==> src/rtl/e3_ovh_pkg.sv <==
// Shared constants and types for the E3 overhead insertion sequencer.
// Assumes the overhead window is fixed at counts 30..55 (26 positions).
package e3_ovh_pkg;
    localparam int FIRST_POS = 30;
    localparam int NUM_POS   = 26;
    localparam int LAST_POS  = FIRST_POS + NUM_POS - 1;
    localparam int IDX_W     = $clog2(NUM_POS);

    // Captured per-frame configuration.
    typedef struct packed {
        logic [1:0]         tr;
        logic [7:0]         ma;
        logic [7:0]         nr;
        logic [7:0]         gc;
        logic [NUM_POS-1:0] mask;
    } ovh_cfg_t;
endpackage

==> src/rtl/e3_ovh_pos_counter.sv <==
// Position counter: counts overhead-clock edges since the frame marker
// was last sampled high. Assumes CNT_W is large enough to reach LAST_POS+1,
// so that the saturated value lies outside the overhead window.
module e3_ovh_pos_counter #(
    parameter int CNT_W = 6
) (
    input  logic             ovh_clk,
    input  logic             rst_n,
    input  logic             frame_mark,
    output logic [CNT_W-1:0] cnt
);
    localparam logic [CNT_W-1:0] CNT_MAX = {CNT_W{1'b1}};

    // Clear on marker, otherwise step forward and hold at the top value.
    always_ff @(posedge ovh_clk) begin
        if (!rst_n)
            cnt <= CNT_MAX;
        else if (frame_mark)
            cnt <= '0;
        else if (cnt != CNT_MAX)
            cnt <= cnt + 1'b1;
    end

    assert_clear_on_mark_R1: assert property (@(posedge ovh_clk) disable iff (!rst_n)
        frame_mark |=> (cnt == '0));

    assert_step_R1: assert property (@(posedge ovh_clk) disable iff (!rst_n)
        (!frame_mark && cnt != CNT_MAX) |=> (cnt == $past(cnt) + 1'b1));

    assert_saturate_R2: assert property (@(posedge ovh_clk) disable iff (!rst_n)
        (!frame_mark && cnt == CNT_MAX) |=> (cnt == CNT_MAX));
endmodule

==> src/rtl/e3_ovh_shadow.sv <==
// Frame shadow register: captures the byte values and the mask at the frame
// marker, so that one frame never mixes old and new settings.
// Assumes software writes may arrive at any time relative to the frame.
module e3_ovh_shadow (
    input  logic                  ovh_clk,
    input  logic                  rst_n,
    input  logic                  frame_mark,
    input  e3_ovh_pkg::ovh_cfg_t  cfg_in,
    output e3_ovh_pkg::ovh_cfg_t  cfg_q
);
    // Load the live settings only on a sampled marker; reset disarms every position.
    always_ff @(posedge ovh_clk) begin
        if (!rst_n)
            cfg_q <= '0;
        else if (frame_mark)
            cfg_q <= cfg_in;
    end

    assert_hold_midframe_R8: assert property (@(posedge ovh_clk) disable iff (!rst_n)
        !frame_mark |=> $stable(cfg_q));

    assert_load_on_mark_R8: assert property (@(posedge ovh_clk) disable iff (!rst_n)
        frame_mark |=> (cfg_q == $past(cfg_in)));
endmodule

==> src/rtl/e3_ovh_bit_select.sv <==
// Bit selector: turns the position count into a window index and picks the
// matching overhead bit and mask bit from the captured frame settings.
// Assumes its inputs come from registers, so the outputs are stable between edges.
module e3_ovh_bit_select #(
    parameter int CNT_W = 6
) (
    input  logic [CNT_W-1:0]      cnt,
    input  e3_ovh_pkg::ovh_cfg_t  cfg,
    output logic                  sel_en,
    output logic                  sel_data
);
    import e3_ovh_pkg::*;

    logic [NUM_POS-1:0] pos_bits;
    logic               in_win;
    logic [IDX_W-1:0]   idx;

    // Lay the bytes out in transmit order: TR 1..0, MA 7..0, NR 7..0, GC 7..0.
    for (genvar p = 0; p < NUM_POS; p++) begin : g_map
        if (p < 2) begin : g_tr
            assign pos_bits[p] = cfg.tr[1-p];
        end else if (p < 10) begin : g_ma
            assign pos_bits[p] = cfg.ma[9-p];
        end else if (p < 18) begin : g_nr
            assign pos_bits[p] = cfg.nr[17-p];
        end else begin : g_gc
            assign pos_bits[p] = cfg.gc[25-p];
        end
    end

    // Window decode and bit pick; positions outside the window stay quiet.
    always_comb begin
        in_win   = (cnt >= CNT_W'(FIRST_POS)) && (cnt <= CNT_W'(LAST_POS));
        idx      = IDX_W'(cnt - CNT_W'(FIRST_POS));
        sel_en   = 1'b0;
        sel_data = 1'b0;
        if (in_win) begin
            sel_en   = cfg.mask[idx];
            sel_data = cfg.mask[idx] & pos_bits[idx];
        end
    end
endmodule

==> src/rtl/e3_ovh_inserter.sv <==
// Top of the E3 overhead insertion sequencer. Counts overhead-clock edges
// after the frame marker and drives the insert strobe and serial data for
// every armed overhead position in the 30..55 window.
// Assumes ovh_clk is the framer's overhead clock and frame_mark is synchronous to it.
module e3_ovh_inserter #(
    parameter int CNT_W = 6
) (
    input  logic        ovh_clk,
    input  logic        rst_n,
    input  logic        frame_mark,
    input  logic [1:0]  tr_bits,
    input  logic [7:0]  ma_byte,
    input  logic [7:0]  nr_byte,
    input  logic [7:0]  gc_byte,
    input  logic [25:0] ins_mask,
    output logic        ins_en,
    output logic        ins_data
);
    import e3_ovh_pkg::*;

    logic [CNT_W-1:0] cnt;
    ovh_cfg_t         cfg_live;
    ovh_cfg_t         cfg_q;

    // Gather the live inputs into one settings word.
    always_comb begin
        cfg_live.tr   = tr_bits;
        cfg_live.ma   = ma_byte;
        cfg_live.nr   = nr_byte;
        cfg_live.gc   = gc_byte;
        cfg_live.mask = ins_mask;
    end

    e3_ovh_pos_counter #(.CNT_W(CNT_W)) u_cnt (
        .ovh_clk    (ovh_clk),
        .rst_n      (rst_n),
        .frame_mark (frame_mark),
        .cnt        (cnt)
    );

    e3_ovh_shadow u_shadow (
        .ovh_clk    (ovh_clk),
        .rst_n      (rst_n),
        .frame_mark (frame_mark),
        .cfg_in     (cfg_live),
        .cfg_q      (cfg_q)
    );

    e3_ovh_bit_select #(.CNT_W(CNT_W)) u_sel (
        .cnt      (cnt),
        .cfg      (cfg_q),
        .sel_en   (ins_en),
        .sel_data (ins_data)
    );

    assert_window_only_R2: assert property (@(posedge ovh_clk) disable iff (!rst_n)
        ins_en |-> (cnt >= CNT_W'(FIRST_POS) && cnt <= CNT_W'(LAST_POS)));

    assert_quiet_data_R6: assert property (@(posedge ovh_clk) disable iff (!rst_n)
        !ins_en |-> !ins_data);

    assert_reset_quiet_R9: assert property (@(posedge ovh_clk)
        !rst_n |=> (!ins_en && !ins_data));
endmodule

==> config.mk <==
export PLATFORM = sky130hd
export DESIGN_NAME = e3_ovh_inserter
export DESIGN_NICKNAME = d
export VERILOG_FILES = /design/src/rtl/e3_ovh_pkg.sv /design/src/rtl/e3_ovh_pos_counter.sv /design/src/rtl/e3_ovh_shadow.sv /design/src/rtl/e3_ovh_bit_select.sv /design/src/rtl/e3_ovh_inserter.sv
export SDC_FILE = /design/constraint.sdc
export NUM_CORES = 1
export LEC_CHECK = 0
export BUFFER_PORTS_ARGS = -buffer_cell sky130_fd_sc_hd__buf_2
export CORE_AREA = 2 2 73 75
export CTS_BUF_LIST = sky130_fd_sc_hd__clkbuf_4 sky130_fd_sc_hd__clkbuf_8 sky130_fd_sc_hd__clkbuf_16
export DETAILED_ROUTE_END_ITERATION = 6
export DIE_AREA = 0 0 75 77
export GPL_TIMING_DRIVEN = 0
export MAX_ROUTING_LAYER = met4
export PLACE_DENSITY = 0.85
export SLEW_MARGIN = 20
export SYNTH_ARGS = -nofsm -noshare
export SYNTH_HDL_FRONTEND = slang
export SYNTH_HIERARCHICAL = 1
export SYNTH_SLANG_ARGS = --single-unit
==> constraint.sdc <==
create_clock -name ovh_clk -period 6.3 [get_ports ovh_clk]
set_input_delay 0.315 -clock ovh_clk [delete_from_list [all_inputs] [get_ports ovh_clk]]
set_output_delay 0.315 -clock ovh_clk [all_outputs]
set_load 0.005 [all_outputs]
### Word-level counts from Yosys, hierarchy flattened

Cells that the tools add are included.

* register bits after elaboration: 58
* output and inout bits: 2
* bits of input ports: 55

* order comparisons: 3
* equal/unequal tests: 1
* bitwise gates (word level): 1
* add/sub/neg operators: 2
* multiplexer cells: 8
* reductions and logical operators: 2

Operator list (count)
* $mux 6: 2
* $bmux 1 s5: 2
* $add 6x1->6 const B: 1
* $ge 6x5->1 const B: 1
* $le 6x6->1 const B: 1
* $lt 5x6->1 const B: 1
* $ne 6x6->1 const B: 1
* $sub 5x5->5 const B: 1
* $mux 1: 4
* $reduce_bool 2->1: 1
* $and 1x1->1: 1
* $logic_and 1x1->1: 1

### Longest topological paths before layout

Gate-level depths: netlist of run 1.

* depth in word-level cells: 5
* depth in mapped cells: 7
* depth with buffers taken out: 6

### Cells and area by module

Netlist of run 1, hierarchy kept.

Modules (own cells, without submodules)
* e3_ovh_shadow: area an instance 1991.9 µm², cells an instance 167, times used 1
* e3_ovh_bit_select: area an instance 534.3 µm², cells an instance 51, times used 1
* e3_ovh_pos_counter: area an instance 304.0 µm², cells an instance 32, times used 1

### Worst setup path before layout of run 1

Ideal clock, no wire load.

* path kind: register -> output
* start: register u_cnt.cnt[0]
* end: output ins_data
* path buffers: 2
* stages on the path, launching flop included: 8
* data required time: 5.985 ns
* slack: 3.866 ns
* arrival: 2.119 ns
* path through: dfxtp_1 > buf_2 > buf_2 > mux4_2 > a21boi_0 > a211oi_1 > a211o_1 > and3b_1

* longest elaborated chain between the ends: 5

RTL lines
* from (decl): line e3_ovh_pos_counter.sv:10 `output logic [CNT_W-1:0] cnt`
* from (signal assigned): line e3_ovh_pos_counter.sv:21 `cnt <= cnt + 1'b1;`
* $sub 5x5->5: line e3_ovh_bit_select.sv:34 `idx = IDX_W'(cnt - CNT_W'(FIRST_POS));`
* $bmux 1 s5: line e3_ovh_bit_select.sv:39 `sel_data = cfg.mask[idx] & pos_bits[idx];`
* $mux 1 (not written as such): line e3_ovh_bit_select.sv:39
* $and 1x1->1: line e3_ovh_bit_select.sv:39
* $mux 1 *: line e3_ovh_bit_select.sv:37 `if (in_win) begin`
* to (decl): line e3_ovh_inserter.sv:17 `output logic ins_data`

Every way passes the cells marked *; elsewhere a longest branch is shown, timed or not. The select of a mux whose other input is x is not followed.

### Final worst setup path of run 1

* start: register u_cnt.cnt[1]
* end: output ins_data

The elaborated chain is that of the path after synthesis.

==> results of run 1 <==
metrics by stage:
| step | power, mW | instance area (um^2) |
|---|---|---|
| 2_1_floorplan | 0.533 | 2830 |
| 3_3_place_gp | 0.575 | 3200 |
| 3_5_place_dp | 0.580 | 3200 |
| 4_1_cts | 0.928 | 3400 |
| 5_1_grt | 0.965 | 3400 |
| 6_report | 0.922 | 3400 |
kinds of logic after synthesis:
family                   Yosys count
multiplexers                      69
AO/OA/AOI/OAI                     19
buffers and inverters             15
XOR/XNOR                           2
AND/OR/NAND/NOR                   85
adder cells (fa/ha/maj)            2
flip-flops                        58
layout make-up:
class | count | area, um^2
plain buffers | 15 | 123
clock buffers | 11 | 151
clock inverters | 5 | 52.6
fillers | 385 | 1580
multi-input cells | 177 | 1550
flip-flops and latches | 58 | 1160
well taps | 70 | 87.6
repair buffers | 56 | 280
worst register-to-register path, stage by stage, from the launching register on:
cell and delay, ns:
dfxtp_1 0.58, ha_1 0.36, nand3_4 0.14, or4b_1 0.52, nand4_1 0.09
metal layers:
layer,track usage (%),vias to the layer above,part of all wire (%)
met3,4.99,11,4.5
met5,-,-,0
met2,31.8,51,47
met4,10.2,0,2.3
met1,28.3,937,46
li1,-,1038,-
power by group through the flow:
| stage | sequential [mW] | clock, mW | combinational, mW |
|---|---|---|---|
| floorplan | 0.412 | 0 | 0.121 |
| global placement | 0.418 | 0 | 0.158 |
| detailed placement | 0.419 | 0 | 0.161 |
| CTS | 0.411 | 0.354 | 0.162 |
| global route | 0.415 | 0.370 | 0.180 |
| finish | 0.411 | 0.349 | 0.162 |
state kept, by name, indices dropped and copies added (netlist names):
signal	count
u_shadow/cfg_q	52
u_cnt/cnt	6
cells in the final DEF, fill, tap and decap left out, drive strengths merged:
cell       n
a211oi     1
clkbuf    17
a21oi      1
o21ai      1
nand2b     1
nand3b     1
o21a       1
ha         2
or4b       1
nand3      3
mux2       1
and2       1
nor2       6
and3b      1
and4       1
clkinvlp   1
o211a      1
mux2i     55
nand4      1
mux4      13
xor2       1
a211o      1
a21boi     2
nor2b     55
nand2      9
and3       2
dfxtp     58
o211ai     1
a22oi      2
bufinv     1
clkinv     3
buf       65
a31oi      3
nor3       3
xnor2      1
o31ai      4
o221ai     1
how the worst max path moves through the flow:
stage | endpoint | slack [ns]
finish | ins_data | 3.08
global route | ins_data | 2.90
CTS | ins_data | 3.02
detailed placement | ins_data | 3.37
global placement | ins_data | 3.40
floorplan | ins_data | 3.87
Yosys cell counts (3+ instances only):
cell type | n | area (um^2)
clkbuf_1 | 6 | 22.5
mux4_2 | 13 | 293
buf_8 | 5 | 75.1
nand2_1 | 9 | 33.8
a31oi_1 | 3 | 18.8
mux2i_1 | 55 | 551
nor2b_1 | 55 | 344
nor3_1 | 3 | 15.0
o31ai_1 | 4 | 30.0
nor2_1 | 6 | 22.5
dfxtp_1 | 58 | 1160
==> flow_summary.html, run 1 <==
<table>
<tr><th>Metric</th><th>Value</th></tr>
<tr><th colspan="2">Final layout</th></tr>
<tr><td>Net count reported at finish</td><td>374</td></tr>
<tr><td>Fin cells</td><td>392</td></tr>
<tr><td>Antenna diode count</td><td>0</td></tr>
<tr><td>Utilization after layout</td><td>between 60 and 70%</td></tr>
<tr><td>Layout overhead on the synthesized area</td><td>20.2%</td></tr>
<tr><td>Share of final-layout standard cells stronger than drive strength 1</td><td>29.8%</td></tr>
<tr><th colspan="2">Hold path</th></tr>
<tr><td>Worst hold endpoint</td><td>u_shadow/cfg_q[15]$_SDFFE_PN0P_</td></tr>
<tr><td>HP Class</td><td>primary input to register</td></tr>
<tr><td>Number of instances on the worst hold path</td><td>3</td></tr>
<tr><td>Source of the worst hold timing path</td><td>ins_mask[15]</td></tr>
<tr><th colspan="2">Setup path</th></tr>
<tr><td>Start-to-end type of the worst setup path</td><td>register to primary output</td></tr>
<tr><td>Arrival time at the worst endpoint</td><td>between 2 and 3 ns</td></tr>
<tr><td>Reg-to-reg critical path startpoint</td><td>u_cnt/cnt[1]$_SDFFE_PN1P_</td></tr>
<tr><td>WP data required</td><td>around 6.0 ns</td></tr>
<tr><td>Stage delay of the slowest cell on the critical path</td><td>0.58 ns</td></tr>
<tr><td>Cells traversed along the worst timing path</td><td>ha_1 -&gt; xor2_1 -&gt; mux4_2 -&gt; a21boi_1 -&gt; a211o_1 -&gt; and3b_1 -&gt; buf_2</td></tr>
<tr><td>CP Max Fanout</td><td>10</td></tr>
<tr><td>Number of cells on the worst reg-to-reg path</td><td>4</td></tr>
<tr><td>FF-to-FF End</td><td>u_cnt/cnt[1]$_SDFFE_PN1P_</td></tr>
<tr><td>Critical path's top delay family</td><td>flip-flops</td></tr>
<tr><td>Worst path buffer plus inverter count</td><td>1</td></tr>
<tr><td>Standard cell with the maximum stage delay on the critical path</td><td>dfxtp_1</td></tr>
<tr><td>Worst-case register-to-register setup slack</td><td>approximately 4.6 ns</td></tr>
<tr><td>Critical path startpoint category</td><td>register</td></tr>
<tr><td>Crit path from</td><td>u_cnt/cnt[1]$_SDFFE_PN1P_</td></tr>
<tr><td>CP Capture Type</td><td>primary output</td></tr>
<tr><td>Number of gates on the worst path with buffers counted</td><td>7</td></tr>
<tr><th colspan="2">Pwr</th></tr>
<tr><td>Net switching power</td><td>0.241 mW</td></tr>
<tr><td>Max rail drop VDD</td><td>roughly 0.00016 V</td></tr>
<tr><td>Net switching fraction of the power</td><td>26.2%</td></tr>
<tr><td>Fraction of power consumed by combinational cells</td><td>between 10% and 20%</td></tr>
<tr><td>Internal Power</td><td>around 0.7 mW</td></tr>
<tr><td>Fraction of power consumed by the clock network</td><td>between 30 and 40%</td></tr>
<tr><td>Sequential group share of total power</td><td>between 40% and 50%</td></tr>
<tr><td>Leakage power</td><td>1.52 nW</td></tr>
<tr><td>Power per cell area</td><td>approximately 270 mW/mm^2</td></tr>
<tr><th colspan="2">Floorplanning</th></tr>
<tr><td>Number of core rows</td><td>26</td></tr>
<tr><td>Area of the core</td><td>between 0.004 and 0.005 mm^2</td></tr>
<tr><td>Initial Util</td><td>56.9%</td></tr>
<tr><td>Die Y-Extent</td><td>roughly 77 um</td></tr>
<tr><td>Die Area</td><td>between 0.005 and 0.006 mm^2</td></tr>
<tr><td>Boundary Pins</td><td>57</td></tr>
<tr><td>Floorplan die width</td><td>approximately 75 um</td></tr>
<tr><th colspan="2">CTS</th></tr>
<tr><td>Quantity of gates resized following cts</td><td>0</td></tr>
<tr><td>Maximum count of clock buffers along a single path</td><td>2</td></tr>
<tr><td>CTS tree</td><td>yes</td></tr>
<tr><td>Buffers inserted during post-CTS setup optimization</td><td>0</td></tr>
<tr><td>Total number of clock tree sinks</td><td>58</td></tr>
<tr><td>Cell chosen for the clock root</td><td>clkbuf_8</td></tr>
<tr><td>Clock transition at path regs</td><td>~0.070 ns</td></tr>
<tr><td>Number of buffers added by the clock tree synthesis step</td><td>9</td></tr>
<tr><td>Count of hold-fix buffers inserted at cts</td><td>0</td></tr>
<tr><td>Later-pin clock latency in the skew report</td><td>approximately 0.34 ns</td></tr>
<tr><td>H-tree levels</td><td>3</td></tr>
<tr><th colspan="2">STA</th></tr>
<tr><td>Slew Viols, Final</td><td>0</td></tr>
<tr><td>Final hold slack</td><td>between 0.2 and 0.25 ns</td></tr>
<tr><td>Final Cycle Share</td><td>51.1%</td></tr>
<tr><td>Number of hold violations in the final report</td><td>0</td></tr>
<tr><td>Measured slew at the worst slew-check pin</td><td>0.506 ns</td></tr>
<tr><td>Highest attainable clock frequency</td><td>310 MHz</td></tr>
<tr><td>Worst setup margin</td><td>roughly 3 ns</td></tr>
<tr><td>RSZ-0062 raised after global routing</td><td>no</td></tr>
<tr><td>Shortest period the worst path allows</td><td>between 3 and 4 ns</td></tr>
<tr><td>Post-Route Setup TNS</td><td>0 ns</td></tr>
<tr><td>Final-report setup violation count</td><td>0</td></tr>
<tr><td>Worst relative slew slack</td><td>between 60% and 70%</td></tr>
<tr><td>Clock Skews</td><td>around 0.0066 ns</td></tr>
<tr><th colspan="2">Global route</th></tr>
<tr><td>GRT Overall Usage</td><td>21.7%</td></tr>
<tr><td>Via count of the first global-routing pass</td><td>around 2,000</td></tr>
<tr><td>Wire length of the first global-routing pass</td><td>between 9000 and 10,000 um</td></tr>
<tr><td>Initial antenna violation count</td><td>0</td></tr>
<tr><td>Largest net degree at the start of global routing</td><td>14</td></tr>
<tr><td>Total gr overflow</td><td>0</td></tr>
<tr><th colspan="2">Logic synthesis</th></tr>
<tr><td>Area share of xor/xnor cells in the synthesized design</td><td>less than 1%</td></tr>
<tr><td>Simple logic cell fraction of the synthesized area</td><td>between 10% and 20%</td></tr>
<tr><td>Combined area of all synthesized cells</td><td>0.00283 mm^2</td></tr>
<tr><td>Mean area per synthesized cell</td><td>approximately 11 um^2</td></tr>
<tr><td>Compound-Gate Fraction of Synth Area</td><td>4.91%</td></tr>
<tr><td>Library cells used by synthesis</td><td>39</td></tr>
<tr><td>Share of flip-flops with an asynchronous set or reset</td><td>0%</td></tr>
<tr><td>Dominant combinational cell family by area after synthesis</td><td>multiplexers</td></tr>
<tr><td>Number of enable flip-flop cells after synthesis</td><td>0</td></tr>
<tr><td>Number of warning messages in the yosys log</td><td>6</td></tr>
<tr><td>Multiplexer fraction of the synthesized cell area</td><td>between 30% and 40%</td></tr>
<tr><td>Most used flip-flop cell after synthesis</td><td>dfxtp_1</td></tr>
<tr><td>Sequential element share of the synthesized area</td><td>roughly two fifths</td></tr>
<tr><td>Post-Synth Adder-Cell Area</td><td>less than 1%</td></tr>
<tr><td>Flip-flop and latch count after synthesis</td><td>slightly below 60</td></tr>
<tr><td>Gate count of the mapped netlist</td><td>250</td></tr>
<tr><td>Total nets after synthesis</td><td>307</td></tr>
<tr><th colspan="2">Place</th></tr>
<tr><td>Minimum setup slack after placement</td><td>roughly 3.4 ns</td></tr>
<tr><td>Gpl congestion</td><td>between 0.7 and 0.8</td></tr>
<tr><td>Number of port buffers</td><td>56</td></tr>
<tr><td>Detailed placement HPWL</td><td>3870 um</td></tr>
<tr><td>Number of placed cells counting well taps</td><td>~380</td></tr>
<tr><th colspan="2">Detailed routing</th></tr>
<tr><td>Overall via count from detail_route</td><td>around 2,000</td></tr>
<tr><td>Detailed Routing Iterations Pass 1</td><td>4</td></tr>
<tr><td>Aggregate routed wire length</td><td>between 5000 and 6000 um</td></tr>
<tr><td>Antenna viol nets, final</td><td>0</td></tr>
<tr><td>WL/cell</td><td>13.9 um</td></tr>
<tr><td>Drt drc</td><td>0</td></tr>
<tr><td>DRC violation total after the first TritonRoute iteration</td><td>160</td></tr>
<tr><td>Via count normalized by instance count</td><td>a little over 5</td></tr>
<tr><th colspan="2">Status</th></tr>
<tr><td>Status</td><td>finished, final reports clean</td></tr>
<tr><th colspan="2">Flow run</th></tr>
<tr><td>Count of maximum capacitance violations</td><td>0</td></tr>
</table>
Note: power is estimated with default switching activity, not from simulation.
==> run 2, diff against run 1 <==
- ABC_AREA: not set -> 1
- CORE_AREA: 2 2 73 75 -> 2 2 83 85
- DIE_AREA: 0 0 75 77 -> 0 0 85 87
- PLACE_DENSITY: 0.85 -> 0.77
- clock period: 6.3 -> 2.9 ns (I/O delays scaled with it)
==> run 2 against run 1 <==
Effect of this change:
- final cell count grew 72%
- sequential power grew 120%
- routed wire length grew 41%
- sequential share of layout area shrank 2.9 points
- area after synthesis grew 11%
- via count grew 55%
- register-to-register slack lost 3.0 ns
==> flow_summary.html, run 2 <==
<table>
<tr><th>Metric</th><th>Value</th></tr>
<tr><th colspan="2">Floorplanning</th></tr>
<tr><td>Boundary Pins</td><td>57 (unchanged)</td></tr>
<tr><td>Floorplan die width</td><td>85 um (was 75 um)</td></tr>
<tr><td>Die Y-Extent</td><td>87 um (was 77 um)</td></tr>
<tr><td>Number of core rows</td><td>30 (was 26)</td></tr>
<tr><td>Initial Util</td><td>48.0% (was 56.9%)</td></tr>
<tr><td>Die Area</td><td>0.00740 mm^2 (was 0.00578 mm^2)</td></tr>
<tr><td>Area of the core</td><td>0.00657 mm^2 (was 0.00498 mm^2)</td></tr>
<tr><th colspan="2">Detailed routing</th></tr>
<tr><td>Overall via count from detail_route</td><td>3,155 (was 2,037)</td></tr>
<tr><td>Drt drc</td><td>0 (unchanged)</td></tr>
<tr><td>DRC violation total after the first TritonRoute iteration</td><td>134 (was 160)</td></tr>
<tr><td>Via count normalized by instance count</td><td>4.67 (was 5.20)</td></tr>
<tr><td>Detailed Routing Iterations Pass 1</td><td>4 (unchanged)</td></tr>
<tr><td>WL/cell</td><td>11.3 um (was 13.9 um)</td></tr>
<tr><td>Aggregate routed wire length</td><td>7640 um (was 5440 um)</td></tr>
<tr><td>Antenna viol nets, final</td><td>0 (unchanged)</td></tr>
<tr><th colspan="2">Final layout</th></tr>
<tr><td>Number of flip-flops in the largest register</td><td>52 (unchanged)</td></tr>
<tr><td>Antenna diode count</td><td>0 (unchanged)</td></tr>
<tr><td>Net count reported at finish</td><td>648 (was 374)</td></tr>
<tr><td>Share of final-layout standard cells stronger than drive strength 1</td><td>18.0% (was 29.8%)</td></tr>
<tr><td>Most frequent standard cell in the layout excluding fill and tap cells</td><td>nand2_1</td></tr>
<tr><td>Multi-input gate area in the final layout</td><td>0.00151 mm^2 (was 0.00155 mm^2)</td></tr>
<tr><td>Flip-flop and latch area</td><td>0.00116 mm^2 (unchanged)</td></tr>
<tr><td>Leading cell types in the layout, fill and taps excluded</td><td>nand2_1, nor2_1, inv_1, buf_2, dfxtp_1 (was buf_2, dfxtp_1, mux2i_1, nor2b_1, mux4_2)</td></tr>
<tr><td>Layout overhead on the synthesized area</td><td>18.1% (was 20.2%)</td></tr>
<tr><td>Largest regs</td><td>u_shadow/cfg_q: 52 flops, u_cnt/cnt: 6 flops (unchanged)</td></tr>
<tr><td>Top register by number of flip-flops</td><td>u_shadow/cfg_q (unchanged)</td></tr>
<tr><td>Utilization after layout</td><td>56.7% (was 68.4%)</td></tr>
<tr><td>Fillers</td><td>657 (was 385)</td></tr>
<tr><th colspan="2">CTS</th></tr>
<tr><td>Clock transition at path regs</td><td>0.06 ns (was 0.07 ns)</td></tr>
<tr><td>Cell chosen for the clock root</td><td>clkbuf_8 (unchanged)</td></tr>
<tr><td>Number of buffers added by the clock tree synthesis step</td><td>9 (unchanged)</td></tr>
<tr><td>Maximum count of clock buffers along a single path</td><td>2 (unchanged)</td></tr>
<tr><td>H-tree levels</td><td>3 (unchanged)</td></tr>
<tr><td>Count of hold-fix buffers inserted at cts</td><td>0 (unchanged)</td></tr>
<tr><td>Total number of clock tree sinks</td><td>58 (unchanged)</td></tr>
<tr><td>CTS tree</td><td>yes (unchanged)</td></tr>
<tr><td>Later-pin clock latency in the skew report</td><td>0.34 ns (about the same)</td></tr>
<tr><td>Quantity of gates resized following cts</td><td>0 (unchanged)</td></tr>
<tr><td>Buffers inserted during post-CTS setup optimization</td><td>0 (unchanged)</td></tr>
<tr><th colspan="2">STA</th></tr>
<tr><td>Final hold slack</td><td>0.0440 ns (was 0.229 ns)</td></tr>
<tr><td>Worst relative slew slack</td><td>73.2% (was 66.0%)</td></tr>
<tr><td>Final-report setup violation count</td><td>0 (unchanged)</td></tr>
<tr><td>Measured slew at the worst slew-check pin</td><td>0.402 ns (was 0.506 ns)</td></tr>
<tr><td>Slew Viols, Final</td><td>0 (unchanged)</td></tr>
<tr><td>Clock Skews</td><td>0.000504 ns (was 0.00661 ns)</td></tr>
<tr><td>RSZ-0062 raised after global routing</td><td>no (unchanged)</td></tr>
<tr><td>Post-Route Setup TNS</td><td>0 ns (unchanged)</td></tr>
<tr><td>Highest attainable clock frequency</td><td>a little over 400 MHz</td></tr>
<tr><td>Final Cycle Share</td><td>between 80% and 90%</td></tr>
<tr><td>Shortest period the worst path allows</td><td>2.48 ns</td></tr>
<tr><td>Number of hold violations in the final report</td><td>0 (unchanged)</td></tr>
<tr><th colspan="2">Setup path</th></tr>
<tr><td>Start-to-end type of the worst setup path</td><td>register to primary output (unchanged)</td></tr>
<tr><td>Critical path startpoint category</td><td>register (unchanged)</td></tr>
<tr><td>Cells traversed along the worst timing path</td><td>ha_1 -&gt; clkbuf_1 -&gt; inv_1 -&gt; nand3_1 -&gt; nand3_1 -&gt; a21oi_2 -&gt; nand2_1 -&gt; nor2_2 -&gt; buf_2 (was ha_1 -&gt; xor2_1 -&gt; mux4_2 -&gt; a21boi_1 -&gt; a211o_1 -&gt; and3b_1 -&gt; buf_2)</td></tr>
<tr><td>Number of cells on the worst reg-to-reg path</td><td>7 (was 4)</td></tr>
<tr><td>WP data required</td><td>2.76 ns (was 5.98 ns)</td></tr>
<tr><td>Arrival time at the worst endpoint</td><td>2.33 ns (was 2.91 ns)</td></tr>
<tr><td>CP Capture Type</td><td>primary output (unchanged)</td></tr>
<tr><td>Standard cell with the maximum stage delay on the critical path</td><td>dfxtp_1 (unchanged)</td></tr>
<tr><td>CP Max Fanout</td><td>10 (unchanged)</td></tr>
<tr><td>Most Frequent Cell on Critical Path</td><td>nand3_1</td></tr>
<tr><td>Stage delay of the slowest cell on the critical path</td><td>0.42 ns (was 0.58 ns)</td></tr>
<tr><th colspan="2">Pwr</th></tr>
<tr><td>Fraction of power consumed by the clock network</td><td>34.6% (was 37.9%)</td></tr>
<tr><td>Leakage power</td><td>2.14 nW (was 1.52 nW)</td></tr>
<tr><td>Net switching fraction of the power</td><td>30.6% (was 26.2%)</td></tr>
<tr><td>Total power consumption of the routed design</td><td>2.07 mW (was 0.922 mW)</td></tr>
<tr><td>Max rail drop VDD</td><td>0.000287 V (was 0.000162 V)</td></tr>
<tr><td>Internal Power</td><td>1.44 mW (was 0.680 mW)</td></tr>
<tr><td>Fraction of power consumed by combinational cells</td><td>21.8% (was 17.6%)</td></tr>
<tr><td>Power per cell area</td><td>556 mW/mm^2 (was 271 mW/mm^2)</td></tr>
<tr><td>Net switching power</td><td>0.634 mW (was 0.241 mW)</td></tr>
<tr><td>Sequential group share of total power</td><td>43.6% (was 44.6%)</td></tr>
<tr><th colspan="2">Global route</th></tr>
<tr><td>Via count of the first global-routing pass</td><td>2,949 (was 1,963)</td></tr>
<tr><td>Total gr overflow</td><td>0 (unchanged)</td></tr>
<tr><td>Wire length of the first global-routing pass</td><td>13,000 um (was 9180 um)</td></tr>
<tr><td>Initial antenna violation count</td><td>0 (unchanged)</td></tr>
<tr><td>Largest net degree at the start of global routing</td><td>11 (was 14)</td></tr>
<tr><td>GRT Overall Usage</td><td>22.9% (was 21.7%)</td></tr>
<tr><th colspan="2">Logic synthesis</th></tr>
<tr><td>Synth area leaders</td><td>dfxtp_1, nand2_1, nor2_1 (was dfxtp_1, mux2i_1, nor2b_1)</td></tr>
<tr><td>Most used flip-flop cell after synthesis</td><td>dfxtp_1 (unchanged)</td></tr>
<tr><td>Combined area of all synthesized cells</td><td>0.00315 mm^2 (was 0.00283 mm^2)</td></tr>
<tr><td>Number of enable flip-flop cells after synthesis</td><td>0 (unchanged)</td></tr>
<tr><td>Share of flip-flops with an asynchronous set or reset</td><td>0% (unchanged)</td></tr>
<tr><td>Flip-flop and latch count after synthesis</td><td>58 (unchanged)</td></tr>
<tr><td>Mean area per synthesized cell</td><td>6.02 um^2 (was 11.3 um^2)</td></tr>
<tr><td>Gate count of the mapped netlist</td><td>524 (was 250)</td></tr>
<tr><td>Total nets after synthesis</td><td>581 (was 307)</td></tr>
<tr><td>Sequential element share of the synthesized area</td><td>36.8% (was 41.0%)</td></tr>
<tr><td>Most frequent cell after synthesis</td><td>nand2_1 (was dfxtp_1)</td></tr>
<tr><td>Share of the synthesized area in the top cell type</td><td>36.8% (was 41.0%)</td></tr>
<tr><td>Number of warning messages in the yosys log</td><td>6 (unchanged)</td></tr>
<tr><td>Area leader, netlist</td><td>dfxtp_1 (unchanged)</td></tr>
<tr><td>Library cells used by synthesis</td><td>26 (was 39)</td></tr>
<tr><td>Ranking of synthesized cells by instance count</td><td>nand2_1, nor2_1, inv_1, dfxtp_1, nand3_1 (was dfxtp_1, mux2i_1, nor2b_1, mux4_2, nand2_1)</td></tr>
<tr><th colspan="2">Place</th></tr>
<tr><td>Gpl congestion</td><td>0.931 (was 0.789)</td></tr>
<tr><td>Number of port buffers</td><td>56 (unchanged)</td></tr>
<tr><td>Detailed placement HPWL</td><td>5490 um (was 3870 um)</td></tr>
<tr><th colspan="2">Status</th></tr>
<tr><td>Status</td><td>finished, final reports clean (unchanged)</td></tr>
<tr><th colspan="2">Hold path</th></tr>
<tr><td>HP Class</td><td>primary input to register (unchanged)</td></tr>
<tr><td>Number of instances on the worst hold path</td><td>2 (was 3)</td></tr>
<tr><th colspan="2">Flow run</th></tr>
<tr><td>Count of maximum capacitance violations</td><td>0 (unchanged)</td></tr>
</table>
[run 2: worst paths after layout]
path                                                       from                         endpoint  slack (ns)
worst min register to register  u_shadow/cfg_q[17]$_SDFFE_PN0P_  u_shadow/cfg_q[17]$_SDFFE_PN0P_        0.47
worst max register to register        u_cnt/cnt[1]$_SDFFE_PN1P_        u_cnt/cnt[5]$_SDFFE_PN1P_        1.56
worst max-delay path                  u_cnt/cnt[1]$_SDFFE_PN1P_                         ins_data        0.42
worst min-delay path                                      rst_n        u_cnt/cnt[3]$_SDFFE_PN1P_        0.04
[run 2: cells by family after synthesis]
family	after synthesis	synth area share [%]
compound gates	19	3.37
xor+xnor	1	0.516
fa+ha+maj	2	0.794
buf+inv	102	15.4
flops	58	36.8
simple gates	342	43.1
[run 2: power by group through the flow]
stage	Combinational, mW	Clock [mW]	Sequential, mW
final	0.451	0.716	0.903
after global routing	0.514	0.758	0.910
after CTS	0.451	0.729	0.902
after detailed placement	0.449	0	0.920
after global placement	0.439	0	0.916
after floorplan	0.325	0	0.906
[run 2: per-layer routing]
layer  vias to the layer above  global-route usage [%]  routed length, um
li1                       1686                       -                  -
met1                      1394                    27.1               3510
met2                        63                    38.6               3650
met3                        12                    4.17                356
met4                         0                    9.38                127
met5                         -                       -                  0
[run 2: layout make-up]
cell class,instances,share of cell area [%]
well taps,80,2.69
repair buffers,56,7.53
multi-input cells,364,40.5
flip-flops and latches,58,31.2
inverters,76,7.76
plain buffers,26,5.28
clock inverters,2,0.269
clock buffers,14,4.84
[run 2: critical path, delay by kind of cell, from the launching register on]
| kind | cells | cell delay, ns |
|---|---|---|
| compound gates | 1 | 0.13 |
| fa+ha+maj | 1 | 0.33 |
| buf+inv | 3 | 0.68 |
| flops | 1 | 0.42 |
| simple gates | 4 | 0.45 |
[run 2: per-stage QoR]
step                      cell area (um^2)  setup slack (ns)  cells
after floorplan                       3150              1.27    524
after global placement                3530             0.770    660
after detailed placement              3530             0.791    660
after CTS                             3720             0.416    676
after global routing                  3720             0.220    676
final                                 3720             0.421    676
==> run 3, diff against run 2 <==
- CAP_MARGIN: not set -> 20
- CORE_AREA: 2 2 83 85 -> 2 2 64 111
- DIE_AREA: 0 0 85 87 -> 0 0 66 113
- PLACE_DENSITY: 0.77 -> 0.76
==> run 3 against run 2 <==
Effect of this change:
- global-route usage down 0.054 points
- combinational power down 1%
- clock-buffer cell count down 2
- highest routed layer unchanged
- critical path type unchanged
- clock power up 45%
- setup slack better by 0.083 ns
- hold slack better by 0.020 ns
- sequential power about the same
- largest cell class unchanged
==> flow_summary.html, run 3 (same netlist as run 2, synthesis figures left out) <==
<table>
<tr><th>Metric</th><th>Value</th></tr>
<tr><th colspan="2">Floorplanning</th></tr>
<tr><td>Die Y-Extent</td><td>113 um (was 87 um)</td></tr>
<tr><td>Number of core rows</td><td>39 (was 30)</td></tr>
<tr><td>Die Area</td><td>0.00746 mm^2 (was 0.00740 mm^2)</td></tr>
<tr><td>Boundary Pins</td><td>57 (unchanged)</td></tr>
<tr><td>Floorplan die width</td><td>66 um (was 85 um)</td></tr>
<tr><td>Initial Util</td><td>48.2% (was 48.0%)</td></tr>
<tr><td>Area of the core</td><td>0.00654 mm^2 (was 0.00657 mm^2)</td></tr>
<tr><th colspan="2">Place</th></tr>
<tr><td>Detailed placement HPWL</td><td>5330 um (was 5490 um)</td></tr>
<tr><td>Total placed instance area</td><td>0.00354 mm^2 (was 0.00353 mm^2)</td></tr>
<tr><td>Gpl congestion</td><td>0.850 (was 0.931)</td></tr>
<tr><td>Number of port buffers</td><td>56 (unchanged)</td></tr>
<tr><th colspan="2">Status</th></tr>
<tr><td>Status</td><td>finished, final reports clean (unchanged)</td></tr>
<tr><th colspan="2">Detailed routing</th></tr>
<tr><td>DRC violation total after the first TritonRoute iteration</td><td>178 (was 134)</td></tr>
<tr><td>Antenna viol nets, final</td><td>0 (unchanged)</td></tr>
<tr><td>Detailed Routing Iterations Pass 1</td><td>4 (unchanged)</td></tr>
<tr><td>Aggregate routed wire length</td><td>7430 um (was 7640 um)</td></tr>
<tr><td>Overall via count from detail_route</td><td>3,135 (was 3,155)</td></tr>
<tr><td>Drt drc</td><td>0 (unchanged)</td></tr>
<tr><td>WL/cell</td><td>11.0 um (was 11.3 um)</td></tr>
<tr><td>Via count normalized by instance count</td><td>4.63 (was 4.67)</td></tr>
<tr><th colspan="2">Hold path</th></tr>
<tr><td>Source of the worst hold timing path</td><td>rst_n (unchanged)</td></tr>
<tr><td>HP Class</td><td>primary input to register (unchanged)</td></tr>
<tr><td>Number of instances on the worst hold path</td><td>2 (unchanged)</td></tr>
<tr><th colspan="2">Final layout</th></tr>
<tr><td>Leading cell types in the layout, fill and taps excluded</td><td>nand2_1, nor2_1, inv_1, buf_2, dfxtp_1 (unchanged)</td></tr>
<tr><td>Largest regs</td><td>u_shadow/cfg_q: 52 flops, u_cnt/cnt: 6 flops (unchanged)</td></tr>
<tr><td>Number of flip-flops in the largest register</td><td>52 (unchanged)</td></tr>
<tr><td>Most frequent standard cell in the layout excluding fill and tap cells</td><td>nand2_1 (unchanged)</td></tr>
<tr><td>Utilization after layout</td><td>58.6% (was 56.7%)</td></tr>
<tr><td>Antenna diode count</td><td>0 (unchanged)</td></tr>
<tr><td>Layout overhead on the synthesized area</td><td>21.5% (was 18.1%)</td></tr>
<tr><td>Share of final-layout standard cells stronger than drive strength 1</td><td>17.8% (was 18.0%)</td></tr>
<tr><td>Top register by number of flip-flops</td><td>u_shadow/cfg_q (unchanged)</td></tr>
<tr><td>Fillers</td><td>679 (was 657)</td></tr>
<tr><td>Final instance area</td><td>0.00383 mm^2 (was 0.00372 mm^2)</td></tr>
<tr><td>Net count reported at finish</td><td>648 (unchanged)</td></tr>
<tr><th colspan="2">Global route</th></tr>
<tr><td>Wire length of the first global-routing pass</td><td>12,700 um (was 13,000 um)</td></tr>
<tr><td>Busiest layer in global routing</td><td>met2 (unchanged)</td></tr>
<tr><td>GRT Overall Usage</td><td>22.8% (was 22.9%)</td></tr>
<tr><td>Met3 Track Usage GR</td><td>4.47% (was 4.17%)</td></tr>
<tr><td>Initial antenna violation count</td><td>0 (unchanged)</td></tr>
<tr><td>Via count of the first global-routing pass</td><td>2,977 (was 2,949)</td></tr>
<tr><td>Largest net degree at the start of global routing</td><td>11 (unchanged)</td></tr>
<tr><td>Grt met1 use</td><td>24.3% (was 27.1%)</td></tr>
<tr><td>Total gr overflow</td><td>0 (unchanged)</td></tr>
<tr><td>M2 GR Usage</td><td>38.8% (was 38.6%)</td></tr>
<tr><th colspan="2">STA</th></tr>
<tr><td>Highest attainable clock frequency</td><td>417 MHz (was 403 MHz)</td></tr>
<tr><td>Worst relative slew slack</td><td>74.3% (was 73.2%)</td></tr>
<tr><td>Number of hold violations in the final report</td><td>0 (unchanged)</td></tr>
<tr><td>Final Cycle Share</td><td>82.6% (was 85.5%)</td></tr>
<tr><td>Shortest period the worst path allows</td><td>2.40 ns (was 2.48 ns)</td></tr>
<tr><td>Final hold slack</td><td>0.0637 ns (was 0.0440 ns)</td></tr>
<tr><td>Slew Viols, Final</td><td>0 (unchanged)</td></tr>
<tr><td>RSZ-0062 raised after global routing</td><td>no (unchanged)</td></tr>
<tr><td>Clock Skews</td><td>0.00334 ns (was 0.000504 ns)</td></tr>
<tr><td>Measured slew at the worst slew-check pin</td><td>0.386 ns (was 0.402 ns)</td></tr>
<tr><td>Post-Route Setup TNS</td><td>0 ns (unchanged)</td></tr>
<tr><td>Final-report setup violation count</td><td>0 (unchanged)</td></tr>
<tr><th colspan="2">Pwr</th></tr>
<tr><td>Total power consumption of the routed design</td><td>2.39 mW (was 2.07 mW)</td></tr>
<tr><td>Power per cell area</td><td>625 mW/mm^2 (was 556 mW/mm^2)</td></tr>
<tr><td>Leakage power</td><td>2.18 nW (was 2.14 nW)</td></tr>
<tr><td>Max rail drop VDD</td><td>0.000389 V (was 0.000287 V)</td></tr>
<tr><th colspan="2">Setup path</th></tr>
<tr><td>Arrival time at the worst endpoint</td><td>2.25 ns (was 2.33 ns)</td></tr>
<tr><td>CP Max Fanout</td><td>10 (unchanged)</td></tr>
<tr><td>Stage delay of the slowest cell on the critical path</td><td>0.41 ns (was 0.42 ns)</td></tr>
<tr><td>Crit path from</td><td>u_cnt/cnt[1]$_SDFFE_PN1P_ (unchanged)</td></tr>
<tr><td>Worst path buffer plus inverter count</td><td>3 (unchanged)</td></tr>
<tr><td>CP Capture Type</td><td>primary output (unchanged)</td></tr>
<tr><td>Critical path startpoint category</td><td>register (unchanged)</td></tr>
<tr><td>WP data required</td><td>2.76 ns (about the same)</td></tr>
<tr><td>Critical path's top delay family</td><td>buffers and inverters (unchanged)</td></tr>
<tr><td>Number of cells on the worst reg-to-reg path</td><td>7 (unchanged)</td></tr>
<tr><td>Standard cell with the maximum stage delay on the critical path</td><td>dfxtp_1 (unchanged)</td></tr>
<tr><td>Reg-to-reg critical path startpoint</td><td>u_cnt/cnt[1]$_SDFFE_PN1P_ (unchanged)</td></tr>
<tr><td>Most Frequent Cell on Critical Path</td><td>nand3_1 (unchanged)</td></tr>
<tr><td>Number of gates on the worst path with buffers counted</td><td>9 (unchanged)</td></tr>
<tr><td>Cells traversed along the worst timing path</td><td>ha_1 -&gt; clkbuf_1 -&gt; inv_1 -&gt; nand3_1 -&gt; nand3_1 -&gt; a21oi_2 -&gt; nand2_1 -&gt; nor2_2 -&gt; buf_2 (unchanged)</td></tr>
<tr><td>Start-to-end type of the worst setup path</td><td>register to primary output (unchanged)</td></tr>
<tr><th colspan="2">CTS</th></tr>
<tr><td>H-tree levels</td><td>3 (unchanged)</td></tr>
<tr><td>Clock transition at path regs</td><td>0.05 ns (was 0.06 ns)</td></tr>
<tr><td>Later-pin clock latency in the skew report</td><td>0.32 ns (was 0.34 ns)</td></tr>
<tr><td>Maximum count of clock buffers along a single path</td><td>2 (unchanged)</td></tr>
<tr><td>Cell chosen for the clock root</td><td>clkbuf_16 (was clkbuf_8)</td></tr>
<tr><td>CTS tree</td><td>yes (unchanged)</td></tr>
<tr><td>Quantity of gates resized following cts</td><td>0 (unchanged)</td></tr>
<tr><td>Total number of clock tree sinks</td><td>58 (unchanged)</td></tr>
<tr><td>Number of buffers added by the clock tree synthesis step</td><td>9 (unchanged)</td></tr>
<tr><td>Count of hold-fix buffers inserted at cts</td><td>0 (unchanged)</td></tr>
<tr><td>Buffers inserted during post-CTS setup optimization</td><td>0 (unchanged)</td></tr>
<tr><th colspan="2">Flow run</th></tr>
<tr><td>Count of maximum capacitance violations</td><td>0 (unchanged)</td></tr>
</table>
[run 3: cell types whose count changed in the layout (fill, tap and decap cells not counted), sizes merged]
cell / delta
bufinv: +1
clkbuf: -2
[run 3: metrics by stage]
step | std cells | setup slack (ns)
2_1_floorplan | 524 | 1.27
5_1_grt | 677 | 0.294
4_1_cts | 677 | 0.492
3_3_place_gp | 662 | 0.856
6_report | 677 | 0.504
3_5_place_dp | 662 | 0.860
[run 3: worst reg2reg max path, delay by kind of cell (launching register included)]
family / cells / cell delay, ns
simple gates: 4 / 0.33
buf+inv: 2 / 0.15
fa+ha+maj: 1 / 0.28
flops: 1 / 0.53
[run 3: power by group]
part	leakage, nW	switching, mW	total [mW]	internal [mW]
combinational	1.55	0.264	0.446	0.182
sequential	0.483	0.0452	0.904	0.858
clock	0.149	0.345	1.04	0.698
total	2.18	0.654	2.39	1.74
[run 3: routing by layer]
metal	share of wire, %	up-vias
met5	0	-
met4	3.3	0
met3	4.5	19
met2	52	72
met1	41	1363
li1	-	1681
[run 3: final cells by class]
type	count	area (um^2)	area share, %
multi-input cells	364	1510	39.3
flip-flops and latches	58	1160	30.3
inverters	76	289	7.55
repair buffers	56	280	7.32
clock buffers	12	254	6.63
plain buffers	26	196	5.13
well taps	82	103	2.68
clock inverters	3	40.0	1.05
[run 3: path summary, 6_finish.rpt]
kind | slack, ns | end
hold reg to reg | 0.47 | u_shadow/cfg_q[28]$_SDFFE_PN0P_
setup / recovery | 0.50 | ins_data
setup reg to reg | 1.54 | u_cnt/cnt[5]$_SDFFE_PN1P_
hold / removal | 0.06 | u_cnt/cnt[3]$_SDFFE_PN1P_
